**config.mk**
```make
export PLATFORM = sky130hd
export DESIGN_NAME = loop_branch_unit
export DESIGN_NICKNAME = d
export VERILOG_FILES = /design/src/rtl/lbu_pkg.sv /design/src/rtl/lbu_seq.sv /design/src/rtl/lbu_decode.sv /design/src/rtl/lbu_alu.sv /design/src/rtl/lbu_regfile.sv /design/src/rtl/loop_branch_unit.sv
export SDC_FILE = /design/constraint.sdc
export NUM_CORES = 1
export LEC_CHECK = 0
export BUFFER_PORTS_ARGS = -buffer_cell sky130_fd_sc_hd__buf_2
export CORE_UTILIZATION = 52
export CTS_BUF_LIST = sky130_fd_sc_hd__clkbuf_4 sky130_fd_sc_hd__clkbuf_8
export CTS_CLUSTER_DIAMETER = 80
export DETAILED_ROUTE_END_ITERATION = 7
export HOLD_SLACK_MARGIN = 0.03
export PLACE_DENSITY_LB_ADDON = 0.3
export REMOVE_ABC_BUFFERS = 1
export SYNTH_ARGS = -nofsm -noshare
export SYNTH_HDL_FRONTEND = slang
export SYNTH_HIERARCHICAL = 1
export SYNTH_SLANG_ARGS = --single-unit
```
**constraint.sdc**
```tcl
create_clock -name clk -period 4.7 [get_ports clk]
set_input_delay 0.94 -clock clk [delete_from_list [all_inputs] [get_ports clk]]
set_output_delay 0.94 -clock clk [all_outputs]
set_load 0.05 [all_outputs]
```
**src/rtl/lbu_pkg.sv**
```systemverilog
package lbu_pkg;

    localparam int unsigned ADDR_W       = 16;
    localparam int unsigned WORD_W       = 16;
    localparam int unsigned BYTE_W       = 8;
    localparam int unsigned INSTR_LEN    = 3;
    localparam int unsigned INSTR_CYCLES = 3;
    localparam logic [7:0]  LOOP_OPCODE  = 8'h04;

    // counter action, postbyte bits 7:6
    typedef enum logic [1:0] {
        OP_DEC = 2'b00,
        OP_TST = 2'b01,
        OP_INC = 2'b10,
        OP_RSV = 2'b11
    } cnt_op_e;

    // counter select, postbyte bits 2:0
    typedef enum logic [2:0] {
        SEL_A  = 3'b000,
        SEL_B  = 3'b001,
        SEL_N2 = 3'b010,
        SEL_N3 = 3'b011,
        SEL_D  = 3'b100,
        SEL_X  = 3'b101,
        SEL_Y  = 3'b110,
        SEL_SP = 3'b111
    } cnt_sel_e;

    typedef struct packed {
        cnt_op_e  op;
        logic     on_nonzero;
        logic     disp_sign;
        cnt_sel_e sel;
        logic     bad;
    } loop_ctl_t;

    typedef struct packed {
        logic [BYTE_W-1:0] a;
        logic [BYTE_W-1:0] b;
        logic [WORD_W-1:0] x;
        logic [WORD_W-1:0] y;
        logic [WORD_W-1:0] sp;
    } reg_state_t;

    function automatic logic sel_unused(input cnt_sel_e s);
        return (s == SEL_N2) || (s == SEL_N3);
    endfunction

    function automatic logic sel_is_byte(input cnt_sel_e s);
        return (s == SEL_A) || (s == SEL_B);
    endfunction

    // bit 3 of the postbyte carries no meaning and is not looked at
    function automatic loop_ctl_t decode_post(input logic [7:0] opc,
                                              input logic [7:0] pb);
        loop_ctl_t c;
        c.op         = cnt_op_e'(pb[7:6]);
        c.on_nonzero = pb[5];
        c.disp_sign  = pb[4];
        c.sel        = cnt_sel_e'(pb[2:0]);
        c.bad        = (opc != LOOP_OPCODE) || (c.op == OP_RSV) || sel_unused(c.sel);
        return c;
    endfunction

    // 9-bit displacement widened to the address width
    function automatic logic [ADDR_W-1:0] widen_disp(input logic sign,
                                                     input logic [7:0] lo);
        return {{(ADDR_W-8){sign}}, lo};
    endfunction

    function automatic logic [WORD_W-1:0] read_counter(input reg_state_t st,
                                                       input cnt_sel_e s);
        logic [WORD_W-1:0] v;
        case (s)
            SEL_A:   v = {{(WORD_W-BYTE_W){1'b0}}, st.a};
            SEL_B:   v = {{(WORD_W-BYTE_W){1'b0}}, st.b};
            SEL_D:   v = {st.a, st.b};
            SEL_X:   v = st.x;
            SEL_Y:   v = st.y;
            SEL_SP:  v = st.sp;
            default: v = '0;
        endcase
        return v;
    endfunction

    function automatic reg_state_t write_counter(input reg_state_t st,
                                                 input cnt_sel_e s,
                                                 input logic [WORD_W-1:0] v);
        reg_state_t n;
        n = st;
        case (s)
            SEL_A:   n.a = v[BYTE_W-1:0];
            SEL_B:   n.b = v[BYTE_W-1:0];
            SEL_D:   begin
                n.a = v[WORD_W-1:BYTE_W];
                n.b = v[BYTE_W-1:0];
            end
            SEL_X:   n.x  = v;
            SEL_Y:   n.y  = v;
            SEL_SP:  n.sp = v;
            default: n = st;
        endcase
        return n;
    endfunction

endpackage

```
**src/rtl/lbu_seq.sv**
```systemverilog
module lbu_seq
    import lbu_pkg::*;
(
    input  logic clk,
    input  logic rst,
    input  logic start_i,
    output logic busy_o,
    output logic accept_o,
    output logic done_o
);

    localparam int unsigned PH_W = (INSTR_CYCLES > 1) ? $clog2(INSTR_CYCLES) : 1;
    localparam logic [PH_W-1:0] PH_LAST = PH_W'(INSTR_CYCLES - 1);

    logic            busy_q;
    logic [PH_W-1:0] phase_q;

    assign accept_o = start_i && !busy_q;
    assign busy_o   = busy_q;
    assign done_o   = busy_q && (phase_q == PH_LAST);

    always_ff @(posedge clk) begin
        if (rst) begin
            busy_q  <= 1'b0;
            phase_q <= '0;
        end else if (accept_o) begin
            busy_q  <= 1'b1;
            phase_q <= '0;
        end else if (busy_q) begin
            if (phase_q == PH_LAST) begin
                busy_q  <= 1'b0;
                phase_q <= '0;
            end else begin
                phase_q <= phase_q + 1'b1;
            end
        end
    end

    // the instruction length in cycles is fixed at three
    assert_done_latency_R6: assert property (@(posedge clk) disable iff (rst)
        accept_o |-> ##3 done_o);

    assert_done_single_R6: assert property (@(posedge clk) disable iff (rst)
        done_o |=> !done_o && !busy_o);

    assert_busy_after_start_R6: assert property (@(posedge clk) disable iff (rst)
        accept_o |=> busy_o);

endmodule

```
**src/rtl/lbu_decode.sv**
```systemverilog
module lbu_decode
    import lbu_pkg::*;
(
    input  logic [7:0] opcode_i,
    input  logic [7:0] post_i,
    output loop_ctl_t  ctl_o
);

    assign ctl_o = decode_post(opcode_i, post_i);

    always_comb begin
        if (ctl_o.op == OP_RSV) begin
            assert_rsv_illegal_R7: assert (ctl_o.bad);
        end
    end

endmodule

```
**src/rtl/lbu_alu.sv**
```systemverilog
module lbu_alu
    import lbu_pkg::*;
(
    input  loop_ctl_t         ctl_i,
    input  logic [WORD_W-1:0] cur_i,
    input  logic [ADDR_W-1:0] pc_i,
    input  logic [7:0]        disp_i,
    output logic [WORD_W-1:0] new_o,
    output logic              zero_o,
    output logic              taken_o,
    output logic [ADDR_W-1:0] pc_next_o
);

    logic [WORD_W-1:0] adj;
    logic [ADDR_W-1:0] pc_seq;

    always_comb begin
        case (ctl_i.op)
            OP_INC:  adj = cur_i + 1'b1;
            OP_DEC:  adj = cur_i - 1'b1;
            default: adj = cur_i;
        endcase
        if (sel_is_byte(ctl_i.sel)) begin
            new_o  = {{(WORD_W-BYTE_W){1'b0}}, adj[BYTE_W-1:0]};
            zero_o = (adj[BYTE_W-1:0] == '0);
        end else begin
            new_o  = adj;
            zero_o = (adj == '0);
        end
    end

    assign taken_o   = !ctl_i.bad && (ctl_i.on_nonzero ? !zero_o : zero_o);
    assign pc_seq    = pc_i + ADDR_W'(INSTR_LEN);
    assign pc_next_o = taken_o ? pc_seq + widen_disp(ctl_i.disp_sign, disp_i) : pc_seq;

    always_comb begin
        if (ctl_i.bad) begin
            assert_bad_no_branch_R7: assert (!taken_o);
        end
    end

endmodule

```
**src/rtl/lbu_regfile.sv**
```systemverilog
module lbu_regfile
    import lbu_pkg::*;
(
    input  logic              clk,
    input  logic              rst,
    input  logic              busy_i,
    input  logic              ld_en_i,
    input  cnt_sel_e          ld_sel_i,
    input  logic [WORD_W-1:0] ld_val_i,
    input  logic              wb_en_i,
    input  cnt_sel_e          wb_sel_i,
    input  logic [WORD_W-1:0] wb_val_i,
    input  cnt_sel_e          rd_sel_i,
    output logic [WORD_W-1:0] rd_val_o,
    output reg_state_t        st_o
);

    reg_state_t st_q;

    always_ff @(posedge clk) begin
        if (rst) begin
            st_q <= '0;
        end else if (wb_en_i) begin
            st_q <= write_counter(st_q, wb_sel_i, wb_val_i);
        end else if (ld_en_i && !busy_i) begin
            st_q <= write_counter(st_q, ld_sel_i, ld_val_i);
        end
    end

    assign rd_val_o = read_counter(st_q, rd_sel_i);
    assign st_o     = st_q;

    assert_quiet_when_idle_R8: assert property (@(posedge clk) disable iff (rst)
        (!busy_i && !ld_en_i) |=> $stable(st_q));

    assert_no_load_when_busy_R8: assert property (@(posedge clk) disable iff (rst)
        (busy_i && !wb_en_i) |=> $stable(st_q));

endmodule

```
**src/rtl/loop_branch_unit.sv**
```systemverilog
module loop_branch_unit
    import lbu_pkg::*;
(
    input  logic        clk,
    input  logic        rst,
    input  logic        start_i,
    input  logic [7:0]  opcode_i,
    input  logic [7:0]  post_i,
    input  logic [7:0]  disp_i,
    input  logic [15:0] pc_i,
    input  logic        ld_en_i,
    input  logic [2:0]  ld_sel_i,
    input  logic [15:0] ld_val_i,
    output logic        busy_o,
    output logic        done_o,
    output logic        taken_o,
    output logic        illegal_o,
    output logic [15:0] pc_next_o,
    output logic [7:0]  a_o,
    output logic [7:0]  b_o,
    output logic [15:0] x_o,
    output logic [15:0] y_o,
    output logic [15:0] sp_o
);

    logic              accept;
    logic              busy;
    logic              done;
    logic [7:0]        opc_q;
    logic [7:0]        post_q;
    logic [7:0]        disp_q;
    logic [ADDR_W-1:0] pc_q;
    loop_ctl_t         ctl;
    logic [WORD_W-1:0] cur_val;
    logic [WORD_W-1:0] new_val;
    logic              zero;
    logic              br_taken;
    logic [ADDR_W-1:0] pc_nx;
    logic              wb_en;
    reg_state_t        st;

    lbu_seq u_seq (
        .clk      (clk),
        .rst      (rst),
        .start_i  (start_i),
        .busy_o   (busy),
        .accept_o (accept),
        .done_o   (done)
    );

    always_ff @(posedge clk) begin
        if (rst) begin
            opc_q  <= '0;
            post_q <= '0;
            disp_q <= '0;
            pc_q   <= '0;
        end else if (accept) begin
            opc_q  <= opcode_i;
            post_q <= post_i;
            disp_q <= disp_i;
            pc_q   <= pc_i;
        end
    end

    lbu_decode u_dec (
        .opcode_i (opc_q),
        .post_i   (post_q),
        .ctl_o    (ctl)
    );

    lbu_alu u_alu (
        .ctl_i     (ctl),
        .cur_i     (cur_val),
        .pc_i      (pc_q),
        .disp_i    (disp_q),
        .new_o     (new_val),
        .zero_o    (zero),
        .taken_o   (br_taken),
        .pc_next_o (pc_nx)
    );

    assign wb_en = done && !ctl.bad && (ctl.op != OP_TST);

    lbu_regfile u_rf (
        .clk      (clk),
        .rst      (rst),
        .busy_i   (busy),
        .ld_en_i  (ld_en_i),
        .ld_sel_i (cnt_sel_e'(ld_sel_i)),
        .ld_val_i (ld_val_i),
        .wb_en_i  (wb_en),
        .wb_sel_i (ctl.sel),
        .wb_val_i (new_val),
        .rd_sel_i (ctl.sel),
        .rd_val_o (cur_val),
        .st_o     (st)
    );

    assign busy_o    = busy;
    assign done_o    = done;
    assign taken_o   = done && br_taken;
    assign illegal_o = done && ctl.bad;
    assign pc_next_o = pc_nx;
    assign a_o       = st.a;
    assign b_o       = st.b;
    assign x_o       = st.x;
    assign y_o       = st.y;
    assign sp_o      = st.sp;

    assert_test_keeps_R1: assert property (@(posedge clk) disable iff (rst)
        (done_o && post_q[7:6] == 2'b01) |=>
            $stable({a_o, b_o, x_o, y_o, sp_o}));

    assert_sense_R2: assert property (@(posedge clk) disable iff (rst)
        (done_o && !illegal_o) |-> (taken_o == (post_q[5] ^ zero)));

    assert_fallthrough_R4: assert property (@(posedge clk) disable iff (rst)
        (done_o && !taken_o) |-> (pc_next_o == pc_q + 16'd3));

    assert_illegal_keeps_R7: assert property (@(posedge clk) disable iff (rst)
        illegal_o |=> $stable({a_o, b_o, x_o, y_o, sp_o}));

    assert_illegal_timing_R7: assert property (@(posedge clk) disable iff (rst)
        illegal_o |-> (done_o && !taken_o));

endmodule

```
==> results of run 1 <==
-- critical path: cells and delay by family, from the launching register on --
kind / cells / cell delay [ns]
xor+xnor: 1 / 0.13
simple gates: 4 / 0.95
mux: 1 / 0.31
buf+inv: 6 / 0.94
compound gates: 6 / 1.27
flops: 1 / 0.36
-- layout by cell type, fill, tap and decap left out, types with 6 or more instances in the layout --
cell	count
xnor2_1	25
a211oi_1	48
nor3_1	10
a22oi_1	9
a21oi_2	6
nor4bb_1	7
nor4_1	7
nand3_1	10
or2_2	20
buf_2	128
a221oi_1	8
dfxtp_1	103
xor2_1	15
mux2_2	11
mux4_2	8
clkbuf_8	9
nor2_1	71
and3_1	9
ha_1	16
nand4_1	10
nand2_1	59
o21ai_0	7
and2_1	12
inv_1	15
a21oi_1	18
buf_4	83
buf_6	16
mux2i_1	99
-- path summary, 6_finish.rpt --
kind | from | endpoint | slack, ns | depth (start not counted)
worst max-delay path | post_q[0] | pc_next_o[13] | -0.59 | 18
worst min-delay path | u_rf/st_o[14] | u_rf/st_o[14] | 0.48 | 2
worst max register to register | post_q[0] | u_rf/st_o[63] | 0.89 | 16
worst min register to register | u_rf/st_o[14] | u_rf/st_o[14] | 0.48 | 2
-- registers in the layout, indices dropped and copies added, names as in the netlist --
register and flops:
u_seq/phase_q 2, u_rf/st_o 64, disp_q 8, post_q 7, pc_q 16, opc_q 8, u_seq/busy_o 1
-- power breakdown --
| group | total (mW) | internal [mW] | leakage, nW | switching, mW |
|---|---|---|---|---|
| Combinational | 0.794 | 0.342 | 3.10 | 0.452 |
| Clock | 0.631 | 0.263 | 0.110 | 0.369 |
| Sequential | 0.974 | 0.935 | 0.865 | 0.0394 |
-- repair_timing --
action	CTS	global route
cloned	2	0
pin swaps	8	11
gates resized for setup	65	28
endpoints found under the setup margin	17	17
setup buffers	7	1
-- area by class of cell --
class	count	area, sq um	area share, %
tap	180	225	2.42
inverter	16	60.1	0.645
timing repair buffer	233	1570	16.9
clock buffer	9	124	1.33
multi-input combinational	628	5120	54.9
sequential	106	2130	22.8
clock inverter	7	90.1	0.967
-- per-layer routing --
metal / global-route usage [%] / up-vias / share of wire [%]
met4: 12.5 / 0 / 3.2
met1: 42.4 / 3484 / 43
met2: 47.3 / 337 / 45
met3: 6.69 / 63 / 8.0
met5: 0 / - / 0
li1: - / 3397 / -
==> qor.txt, run 1 <==
Die area - 14900 sq um
CTS Hold Buffers Added - 0
Final setup margin - -0.594 ns
Maximum clock insertion buffer count - 2
Critical path endpoint category - output pin
CP Max Fanout - 10
Final WL - 22800 um
Crit-path cells - buf_6, buf_4, and3_1, a221oi_2, o22ai_2, buf_6, or4_4, o32ai_4, xnor2_2, a2111o_1, nor3_2, mux2i_2, o2111ai_4, buf_12, buf_16, nor2_4, a21oi_4, buf_8
GRT Resource Usage Total - 31.0%
HPWL Detailed - 16200 um
Drt first-iter violations - 712
CP arrival - 4.35 ns
Critical Path RT - 3.76 ns
GRT overflow - 0
Wire length per cell - 19.4 um
Setup TNS - -9.67 ns
TritonCTS buffer count - 9
VDD IR max - 0.000218 V
Die X - 122 um
Critical path startpoint category - flop
Filler Cells Inserted - 1151
Fin nets - 1075
Vias/cell - 6.18
Final Hold Viols - 0
Power, Total - 2.40 mW
Max incr delay on CP - 0.47 ns
RD Place Congestion - 0.928
Mapped Area - 7470 sq um
Cell mode on critical path - buf_6
Input/output buffers - 145
Sink Count - 106
Number of global-route vias before repair - 6906
Final setup fails - 17
First-pass GRT wire length - 35600 um
Area growth syn-to-layout - 24.7%
I/O pins - 147
Starting Density - 53.6%
Fmax - 189 MHz
Post-DRT Antenna Nets - 0
Yosys Warn Count - 6
RSZ-0062 raised after global routing - yes
Pre-CTS WS - -0.267 ns
Clk_lat worst skew - 0.40 ns
Root Driver - clkbuf_8
Max_slew headroom - 21.6%
Crit path kind - flop to output pin
Fin Hold WS - 0.485 ns
H-tree levels - 3
Dpl cells - 1153
Antenna violations before repair - 0
Share of layout cells above drive strength 1 - 37.0%
MaxCap Viol Count - 0
CTS tree - built
Antenna diode count - 0
Period utilization - 113%
Post-route clock skew - 0.0139 ns
Pin slew with the least headroom to its limit - 1.17 ns
Leak - 4.08 nW
Final core occ - 66.9%
DRC - 0
Largest net degree at the start of global routing - 51
Failing checks - setup timing
Chip height - 122 um
Final non-filler cell total - 1179
# rows - 43
Via count - 7281
Mapped Cells - 811
Fin area - 9320 sq um
Hold Path Class - flop to flop
Power Dens Cells - 258 nW/um^2
Period minus WS final - 5.29 ns
Mean Syn Cell Area - 9.21 sq um
Outcome - complete, but fails checks
Slowest CP cell - a2111o_1
Reg clk slew, reported paths - 0.11 ns
Cell area after placement - 8600 sq um
Drt pass-1 iters - 5
Core area - 13900 sq um
Slew Limit Fails - 0
(Power assumes the default switching activity.)
==> run 2: changes to the inputs <==
- SYNTH_HIERARCHICAL: 1 -> not set
==> run 2 against run 1 <==
  * The run still ends with setup timing left
  * Synthesized cell count rose by 13%
  * Sequential power down 0.8%
  * First-iteration DRC count is 6.0% higher
  * Largest power group unchanged
==> qor.txt, run 2 <==
Outcome - complete, but fails checks
Failing checks - setup timing
VDD IR max - 0.000281 V
DRC - 0
Footprint of the multi-input gates - 5090 sq um
Dpl cells - 1354
Commonest non-fill, non-tap cell in the layout - buf_4
Via count - 8131
Wire length per cell - 17.5 um
Area growth syn-to-layout - 36.9%
Met2 WL - 11500 um
CTS tree - built
Mapped Cells - 919
Mapped Area - 7290 sq um
Synth top area cells - dfxtp_1 29%, nand2_1 7.6%, mux2i_1 5.6%, a21oi_1 5.5%, nor2_1 5.3%
Number of synthesized flops with an enable pin - 0
Final setup fails - 17
Antenna diode count - 0
Post-DRT Antenna Nets - 0
Mean Syn Cell Area - 7.93 sq um
Most frequent cells in the layout - 177 x buf_4, 146 x nand2_1, 127 x buf_2
Fmax - 176 MHz
Final Hold Viols - 0
Synth top area share - 29.1%
Clk_lat worst skew - 0.40 ns
Period utilization - 121%
Critical path startpoint category - flop
First-pass GRT wire length - 37800 um
Post-route clock skew - 0.0121 ns
GRT overflow - 0
Area leader, netlist - dfxtp_1
Period minus WS final - 5.70 ns
Final setup margin - -0.997 ns
Crit path kind - flop to output pin
I/O pins - 147
Share of layout cells above drive strength 1 - 36.6%
Core area - 13500 sq um
Final non-filler cell total - 1377
Max_slew headroom - 22.7%
Final core occ - 74.2%
List of most frequent post-synthesis cells - 147 x nand2_1, 106 x dfxtp_1, 102 x nor2_1, 80 x a21oi_1, 41 x mux2i_1
Pre-CTS WS - -0.869 ns
Starting Density - 54.2%
GRT Resource Usage Total - 33.0%
H-tree levels - 3
CTS Hold Buffers Added - 0
Chip height - 120 um
Largest net degree at the start of global routing - 69
RD Place Congestion - 0.922
Main flop type after synthesis - dfxtp_1
Critical path endpoint category - output pin
Vias/cell - 5.90
Library cells used by synthesis - 79
Leak - 4.50 nW
Seq cells post-synth - 106
CP Max Fanout - 8
TritonCTS buffer count - 9
CP arrival - 4.76 ns
Root Driver - clkbuf_8
Drt pass-1 iters - 8
Met3 Routed Length - 1800 um
Synth async-reset ratio - 0%
Antenna violations before repair - 0
RSZ-0062 raised after global routing - yes
Power Dens Cells - 245 nW/um^2
Critical Path RT - 3.76 ns
Hold Path Class - flop to flop
Die area - 14500 sq um
Filler Cells Inserted - 1046
Yosys Warn Count - 0
Sequential area share after synthesis - 29.1%
Fin nets - 1292
Maximum clock insertion buffer count - 2
Pin slew with the least headroom to its limit - 1.16 ns
Slew Limit Fails - 0
MaxCap Viol Count - 0
HPWL Detailed - 17900 um
Met1 Routed Length - 10200 um
Most common cell in the synthesized netlist - nand2_1
Reg clk slew, reported paths - 0.11 ns
Input/output buffers - 145
Final WL - 24100 um
Top sig layer - met4
# rows - 42
Max reg flops - 64
Sink Count - 106
Number of global-route vias before repair - 7535
Drt first-iter violations - 755
Die X - 120 um
Total area of sequential cells - 2130 sq um
-- run 2: cell types whose count changed in the layout (fill, tap and decap cells not counted), sizes merged, moves of 7 or more --
cell and change:
nand3 +8, nand2 +85, mux2i -60, buf +94, nor4bb -7, or2 -12
a21oi +55, a211oi -11, nor2 +24, o21ai +24, ha +13, a221oi -12
-- run 2: cells by family (layout without fill, tap and decap cells) --
kind of cell / after synthesis / after routing / share of synthesized area [%]
multiplexers: 68 / 68 / 11.5
flip-flops: 106 / 106 / 29.1
AO/OA/AOI/OAI: 238 / 238 / 21.6
adder cells (fa/ha/maj): 32 / 32 / 5.70
XOR/XNOR: 34 / 34 / 4.09
AND/OR/NAND/NOR: 359 / 359 / 22.6
buffers and inverters: 82 / 364 / 5.34
-- run 2: worst paths after layout --
| kind | startpoint | to | slack (ns) | cells after the start |
|---|---|---|---|---|
| min reg2reg | opc_q[4] | opc_q[4] | 0.46 | 2 |
| max reg2reg | post_q[1] | u_rf.st_o[47] | 0.79 | 18 |
| max | post_q[2] | pc_next_o[9] | -1.0 | 16 |
| min | opc_q[4] | opc_q[4] | 0.46 | 2 |
-- run 2: layer usage --
| layer | vias to the layer above | GRT usage [%] |
|---|---|---|
| met3 | 59 | 6.23 |
| met2 | 348 | 54.7 |
| met5 | - | 0 |
| met4 | 0 | 11.1 |
| met1 | 3864 | 43.0 |
| li1 | 3860 | - |
-- run 2: layout make-up --
cell class	count	area share (%)
Multi-Input combinational cell	731	51.0
Timing Repair Buffer	327	22.8
Tap cell	176	2.21
Clock inverter	5	0.401
Sequential cell	106	21.4
Clock buffer	10	1.38
Inverter	22	0.827
-- run 2: repair_timing --
item,4_1_cts,5_1_grt
pin swaps,15,14
gates cloned,1,0
setup buffers,5,4
setup endpoints to repair,17,17
resized for setup,75,46
-- run 2: worst max-delay path, cell delays in order, from the launching register on --
cell and delay (ns):
dfxtp_4 0.45, mux2i_2 0.25, o221ai_2 0.14, or2_4 0.26, fa_2 0.43, a211oi_4 0.28, o21bai_1 0.13, a211oi_2 0.25
o2bb2ai_2 0.10, or4b_4 0.57, nor4b_4 0.27, o2111a_2 0.27, nor3_4 0.07, o21ai_4 0.22, buf_12 0.17, mux2_4 0.33
buf_6 0.16
-- run 2: report_power, final --
| group | internal [mW] | switching [mW] | total (mW) |
|---|---|---|---|
| Clock | 0.208 | 0.338 | 0.546 |
| Combinational | 0.421 | 0.513 | 0.934 |
| Sequential | 0.933 | 0.0334 | 0.966 |
-- run 2: through the flow --
stage | cell area, sq um | hold WS [ns] | setup TNS, ns | power (mW)
final | 9980 | 0.463 | -16.43 | 2.45
after global routing | 9980 | 0.488 | -19.61 | 2.55
after CTS | 9810 | 0.463 | -15.98 | 2.40
after detailed placement | 9280 | 0.450 | -14.09 | 1.81
after global placement | 9280 | 0.444 | -12.80 | 1.80
after floorplan | 6980 | 0.426 | -21.30 | 1.46
